`src/rtl/ssd_pkg.sv`:
```
package ssd_pkg;
  typedef enum logic [1:0] {
    SD_RUN  = 2'd0,
    SD_PULL = 2'd1,
    SD_WAIT = 2'd2
  } sd_state_e;
endpackage

```
`src/rtl/ssd_trip_qual.sv`:
```
module ssd_trip_qual (
  input  logic fault_i,
  input  logic uvlo_i,
  output logic trip_o
);
  // comparator is blind during undervoltage lockout
  assign trip_o = fault_i & ~uvlo_i;
endmodule

```
`src/rtl/ssd_line_level.sv`:
```
module ssd_line_level (
  input  logic clk_i,
  input  logic rst_ni,
  input  logic line_lo_i,
  input  logic line_hi_i,
  output logic level_o
);
  logic level_q;

  // high flag dominates; neither flag keeps the last level
  always_comb begin
    if (line_hi_i)      level_o = 1'b1;
    else if (line_lo_i) level_o = 1'b0;
    else                level_o = level_q;
  end

  always_ff @(posedge clk_i or negedge rst_ni) begin
    if (!rst_ni) level_q <= 1'b0;
    else         level_q <= level_o;
  end
endmodule

```
`src/rtl/ssd_seq.sv`:
```
module ssd_seq
  import ssd_pkg::*;
(
  input  logic clk_i,
  input  logic rst_ni,
  input  logic trip_i,
  input  logic line_lo_i,
  input  logic line_hi_i,
  output logic pulldown_o,
  output logic run_o
);
  sd_state_e state_q, state_d;

  always_comb begin
    state_d = state_q;
    if (trip_i) begin
      state_d = SD_PULL;
    end else begin
      unique case (state_q)
        SD_RUN:  state_d = SD_RUN;
        SD_PULL: if (line_lo_i) state_d = SD_WAIT;
        SD_WAIT: if (line_hi_i) state_d = SD_RUN;
        default: state_d = SD_WAIT;
      endcase
    end
  end

  always_ff @(posedge clk_i or negedge rst_ni) begin
    if (!rst_ni) state_q <= SD_WAIT;
    else         state_q <= state_d;
  end

  assign pulldown_o = (state_q == SD_PULL);
  assign run_o      = (state_q == SD_RUN);
endmodule

```
`src/rtl/smart_sd_ctrl.sv`:
```
module smart_sd_ctrl (
  input  logic clk_i,
  input  logic rst_ni,
  input  logic fault_i,
  input  logic uvlo_i,
  input  logic line_lo_i,
  input  logic line_hi_i,
  output logic pulldown_o,
  output logic gate_en_o
);
  logic trip, level, run;

  ssd_trip_qual u_trip (
    .fault_i (fault_i),
    .uvlo_i  (uvlo_i),
    .trip_o  (trip)
  );

  ssd_line_level u_level (
    .clk_i     (clk_i),
    .rst_ni    (rst_ni),
    .line_lo_i (line_lo_i),
    .line_hi_i (line_hi_i),
    .level_o   (level)
  );

  ssd_seq u_seq (
    .clk_i      (clk_i),
    .rst_ni     (rst_ni),
    .trip_i     (trip),
    .line_lo_i  (line_lo_i),
    .line_hi_i  (line_hi_i),
    .pulldown_o (pulldown_o),
    .run_o      (run)
  );

  // fast path: trip kills gates without waiting for the line
  assign gate_en_o = run & level & ~trip;
endmodule

```
`config.mk`:
```
export PLATFORM = sky130hd
export DESIGN_NAME = smart_sd_ctrl
export DESIGN_NICKNAME = d
export VERILOG_FILES = /design/src/rtl/ssd_pkg.sv /design/src/rtl/ssd_trip_qual.sv /design/src/rtl/ssd_line_level.sv /design/src/rtl/ssd_seq.sv /design/src/rtl/smart_sd_ctrl.sv
export SDC_FILE = /design/constraint.sdc
export NUM_CORES = 1
export LEC_CHECK = 0
export BUFFER_PORTS_ARGS = -buffer_cell sky130_fd_sc_hd__clkbuf_2
export CORE_AREA = 3 3 40 42
export CTS_BUF_LIST = sky130_fd_sc_hd__clkbuf_8
export DETAILED_ROUTE_END_ITERATION = 8
export DIE_AREA = 0 0 43 45
export PLACE_DENSITY = 0.3
export SKIP_LAST_GASP = 1
export SYNTH_ARGS = -nofsm -noshare
export SYNTH_HDL_FRONTEND = slang
export SYNTH_SLANG_ARGS = --single-unit
export TNS_END_PERCENT = 20
```
`constraint.sdc`:
```
create_clock -name clk_i -period 2.7 [get_ports clk_i]
set_clock_uncertainty 0.05 [all_clocks]
set_input_delay 0.135 -clock clk_i [delete_from_list [all_inputs] [get_ports clk_i]]
set_output_delay 0.135 -clock clk_i [all_outputs]
set_load 0.1 [all_outputs]
```
; ---- Word-level counts from Yosys, hierarchy flattened
; Cells that the tools add are included.
[word_totals]
register_bits = 3
in_bits = 6
output_inout_bits = 2
elab_cells = 19
[op_classes]
n_eq_ne = 4
n_mux = 6
bitwise = 5
n_reduce_logical = 2
[op_table]
columns = cell, n
row1 = $mux W2, 3
row2 = $pmux W2 S3, 1
row3 = $and A1 B1 Y1, 3
row4 = $ne A3 B2 Y1 const B, 1
row5 = $ne A3 B3 Y1 const B, 1
row6 = $eq A2 B1 Y1 const B, 1
row7 = $eq A2 B2 Y1 const B, 1
row8 = $logic_not A2 Y1, 1
row9 = $mux W1, 2
row10 = $not A1 Y1, 2
row11 = $reduce_and A2 Y1, 1

; ---- Logic depth before layout (Yosys ltp)
[depth]
ltp_word = 4
mapped_depth = 2
mapped_depth_nobuf = 2

; ---- By module
; From an unflattened synthesis, not the netlist that was laid out.
[unflattened]
cells_unflattened = 15
area_unflattened_um2 = 161.4
[modules_own_cells]
columns = mod, instances, cells_per_inst, area_per_inst_um2, seq_area_each_um2
row1 = ssd_seq, 1, 10, 102.6, 51.3
row2 = ssd_line_level, 1, 3, 36.3, 25.0
row3 = ssd_trip_qual, 1, 1, 13.8, 0.0
row4 = smart_sd_ctrl, 1, 1, 8.8, 0.0

; ---- Worst setup path after synthesis
; Ideal clock, no wire load.
[synth_timing]
path_kind = register to register
startpoint = reg u_seq.state_q[0]
endpoint = reg u_seq.state_q[0]
setup_ns = 0.069
arrival_time_ns = 2.025
t_required_ns = 2.581
slack_ns = 0.556
path_stages_with_launch = 3
path_buffers = 0
period_less_slack_ns = 2.144
path_cell_list = dfrtp_1 > nor2b_1 > a21o_1
[synth_via]
elab_chain_len = 3
word_cells_on_any_way = 8
cone_classes = 4 x eq/ne / 2 x mux / 2 x reduce/logical
[synth_lines]
columns = element, line
row1 = "start, declared", ssd_seq.sv:12  ; sd_state_e state_q, state_d;
row2 = "start signal, assigned", ssd_seq.sv:30  ; else state_q <= state_d;
row3 = $eq A2 B1 Y1 *, n/a
row4 = net pulldown_o, smart_sd_ctrl.sv:8  ; output logic pulldown_o,
row5 = $pmux W2 S3 / $ne A3 B2 Y1 (equally long branches), n/a
row6 = $mux W2 / $reduce_and A2 Y1 (equally long branches), n/a
; Mark *: on every way through the listed nets, which the timed path passes. The rest lies on a longest branch.
; A chain may end at the register's enable or synchronous reset.

; ---- Worst setup path in the final report
[layout_timing]
startpoint = reg u_level.level_q
endpoint = out gate_en_o
[layout_via]
elab_chain_len = 4
[layout_lines]
columns = element, line
row1 = "start, declared", ssd_line_level.sv:8  ; logic level_q;
row2 = "start signal, assigned", ssd_line_level.sv:19  ; else level_q <= level_o;
row3 = $mux W1, ssd_line_level.sv:13  ; else if (line_lo_i) level_o = 1'b0;
row4 = $mux W1, ssd_line_level.sv:12  ; if (line_hi_i) level_o = 1'b1;
row5 = $and A1 B1 Y1 (2 in a row), smart_sd_ctrl.sv:38  ; assign gate_en_o = run & level & ~trip;
row6 = "end, declared", smart_sd_ctrl.sv:9  ; output logic gate_en_o
; No other way between the ends.

==> impl_results.md <==
- Status: finished clean
- Initial antenna violation count: 0
- Dominant register cell in the synthesized netlist: sky130_fd_sc_hd__dfrtp_1
- Via count of the first global-routing pass: 142
- Most frequent cells after synthesis: sky130_fd_sc_hd__dfrtp_1, sky130_fd_sc_hd__inv_1, sky130_fd_sc_hd__nor2b_1
- Adder-cell area share of the yosys netlist: 0%
- Largest net degree at the start of global routing: 5
- Peak supply drop: 0.000427 V
- Clock Power Share: 53.5%
- Sequential power share: 24.6%
- Synthesized netlist net count: 20
- Worst-margin pin slew: 0.542 ns
- CP required: 2.52 ns
- Vias post-DR: 137
- Number of placed cells counting well taps: 36
- Count of different cell masters after synthesis: 11
- Share of cells above drive strength 1: 50.0%
- Leading post-synthesis cells by cell area: sky130_fd_sc_hd__dfrtp_1, sky130_fd_sc_hd__a2111oi_4, sky130_fd_sc_hd__dfstp_2
- Internal power: 0.161 mW
- Leading area contributor after synthesis: sky130_fd_sc_hd__dfrtp_1
- Final count of pins violating max slew: 0
- Avg Synthesized Cell Area: 11.8 sq um
- GRT Total Usage: 4.43%
- Port bufs: 7
- Sum of overflow across all layers after global routing: 0
- Part of the power in combinational logic: 21.9%
- Layout fillers: 139
- Std-Cell Rows: 13
- Final hold vios: 0
- Highest fanout seen on the critical path: 2
- Drt via density: 3.34
- Final wirelength: 322 um
- Deepest level of the CTS H-tree: 1
- Combinational family with the most area after synthesis: compound AO/OA/AOI/OAI gates
- Worst min-delay path category: primary input to register
- Routability congestion estimate from global placement: 0.678
- Simple-Gate Fraction of Synth Area: 22.0%
- Area share of xor/xnor cells in the synthesized design: 0%
- Critical Path End Type: output port
- Tightest slew margin relative to the limit: 64.0%
- Number of synthesized flops with an enable pin: 0
- Kind of critical path: register to output port
- Initial Utilization: 12.9%
- First-pass GRT wire length: 538 um
- Max Fclk: 603 MHz
- Master cell of the clock root buffer: sky130_fd_sc_hd__clkbuf_8
- TritonCTS clock tree: done
- Post-synthesis instance total: 14
- Net Sw Power: 0.0668 mW
- Total power per unit cell area: 833 nW/um^2
- Fraction of synthesis flops using an asynchronous set or reset pin: 100%
- Post-synthesis instance area: 165 sq um
- RSZ-0062 raised after global routing: no
- Final period utilization: 61.4%
- Y dimension of the die: 45 um
- Buffers inserted by post-CTS timing repair: 0
- Number of detailed-routing iterations run before antenna repair: 2
- Number of non-filler instances in the completed layout: 41
- Floorplan die area: 1940 sq um
- Layout net count: 33
- Clock latency on the worst-skew pair: 0.21 ns
- Sw Share: 29.3%
- Max cap viols: 0
- Fraction of the yosys area taken by sequential cells: 46.2%
- CP arrival: 1.47 ns
- Worst-path clk slew: 0.03 ns
- Startpoint Class: register
- Register-to-Register Setup Slack: 1.74 ns
- Total leakage power: 0.137 nW
- Portion of netlist area occupied by mux cells: 0%
- #FFs+latches synth: 3
- Syn-to-layout area delta: 65.9%
- Clock Tree Buf Depth: 2
- Diode insertion count for antenna repair: 0
- Total Negative Setup Slacks: 0 ns
- Core area: 1280 sq um
- Compound-cell area share of the yosys netlist: 27.3%
- Number of sinks driven by the clock tree: 3
- DRC viols: 0
- Count of boundary I/O pins: 8
- Post-CTS Resized: 0
- Portion of synthesized cell area occupied by the leading cell type: 30.3%
- Final critical path time including I/O delays and setup: 1.66 ns
- Clock buffers created by TritonCTS: 3
- Post-route antenna net violation count: 0
- Setup-violating endpoint count in the final report: 0
- Horizontal extent of the die: 43 um
- Violation count after the first detailed-route iteration: 2
- Count of warnings emitted by yosys: 0
- Avg WL per Cell: 7.85 um
[what timing repair did]
action / in CTS / in global routing
setup endpoints to repair: 0 / 0
hold buffers: 1 / 0
hold endpoints to repair: 3 / 0
[worst paths after layout]
kind	start	endpoint	cells after the start
max	u_level.level_q	gate_en_o	3
min	line_hi_i	u_level.level_q	3
max reg2reg	u_seq.state_q[1]	u_seq.state_q[0]	2
min reg2reg	u_seq.state_q[1]	u_seq.state_q[1]	2
max in group asynchronous	rst_ni	u_seq.state_q[1]	2
min in group asynchronous	rst_ni	u_level.level_q	2
[per-layer routing]
| layer | vias to the layer above | share of wire, % | track usage, % |
|---|---|---|---|
| li1 | 70 | - | - |
| met1 | 63 | 48 | 4.14 |
| met2 | 4 | 43 | 5.09 |
| met3 | 0 | 9.0 | 6.37 |
| met4 | 0 | 0 | 1.81 |
| met5 | - | 0 | 0 |
[flip-flops by register name, summed over array words and instances, names as in the netlist]
| signal | count |
|---|---|
| u_seq.state_q | 2 |
| u_level.level_q | 1 |
[kinds of logic (layout without fill, tap and decap cells)]
logic type,Yosys count,after routing
AO/OA/AOI/OAI,4,4
buffers and inverters,2,14
flip-flops,3,3
AND/OR/NAND/NOR,5,5
[power groups by stage]
stage | Combinational (mW) | Sequential, mW | Clock [mW]
after global routing | 0.0525 | 0.0566 | 0.134
after CTS | 0.0507 | 0.0562 | 0.126
after floorplan | 0.0403 | 0.0559 | 0
final | 0.0499 | 0.0562 | 0.122
after detailed placement | 0.0494 | 0.0566 | 0
after global placement | 0.0492 | 0.0569 | 0
[stage by stage]
step / setup WS [ns] / hold WS, ns / power [mW] / cell area, sq um / util, %
3_5_place_dp: 1.25 / -0.113 / 0.106 / 219 / 17.0
4_1_cts: 1.02 / 0.121 / 0.233 / 274 / 21.3
6_report: 1.04 / 0.114 / 0.228 / 274 / 21.3
5_1_grt: 0.981 / 0.133 / 0.243 / 274 / 21.3
2_1_floorplan: 0.556 / -0.211 / 0.0962 / 165 / -
3_3_place_gp: 1.27 / -0.111 / 0.106 / 219 / 17.0
[critical path: stages, from the launching register on]
cell	delay, ns
sky130_fd_sc_hd__dfrtp_1	0.36
sky130_fd_sc_hd__nand2b_4	0.07
sky130_fd_sc_hd__a2111oi_4	0.32
sky130_fd_sc_hd__clkbuf_2	0.50
[layout by cell type (no fill, tap or decap)]
cell type                       netlist  routed
sky130_fd_sc_hd__a21oi_1              1       1
sky130_fd_sc_hd__dlygate4sd3_1        0       1
sky130_fd_sc_hd__dfstp_2              1       1
sky130_fd_sc_hd__nand2b_4             1       1
sky130_fd_sc_hd__o21ai_0              1       1
sky130_fd_sc_hd__nand2b_1             1       1
sky130_fd_sc_hd__nor2b_1              2       2
sky130_fd_sc_hd__inv_1                2       3
sky130_fd_sc_hd__a21o_1               1       1
sky130_fd_sc_hd__clkbuf_2             0       7
sky130_fd_sc_hd__a2111oi_4            1       1
sky130_fd_sc_hd__nand2_1              1       1
sky130_fd_sc_hd__clkbuf_8             0       3
sky130_fd_sc_hd__dfrtp_1              2       2
[final cells by class]
| cell class | instances | area, sq um | share of cell area [%] |
|---|---|---|---|
| multi-input combinational | 9 | 81.3 | 29.7 |
| sequential | 3 | 76.3 | 27.9 |
| timing repair buffer | 8 | 45.0 | 16.4 |
| clock buffer | 3 | 41.3 | 15.1 |
| tap | 15 | 18.8 | 6.85 |
| inverter | 2 | 7.51 | 2.74 |
| clock inverter | 1 | 3.75 | 1.37 |
Power figures use the tool's default switching activity.
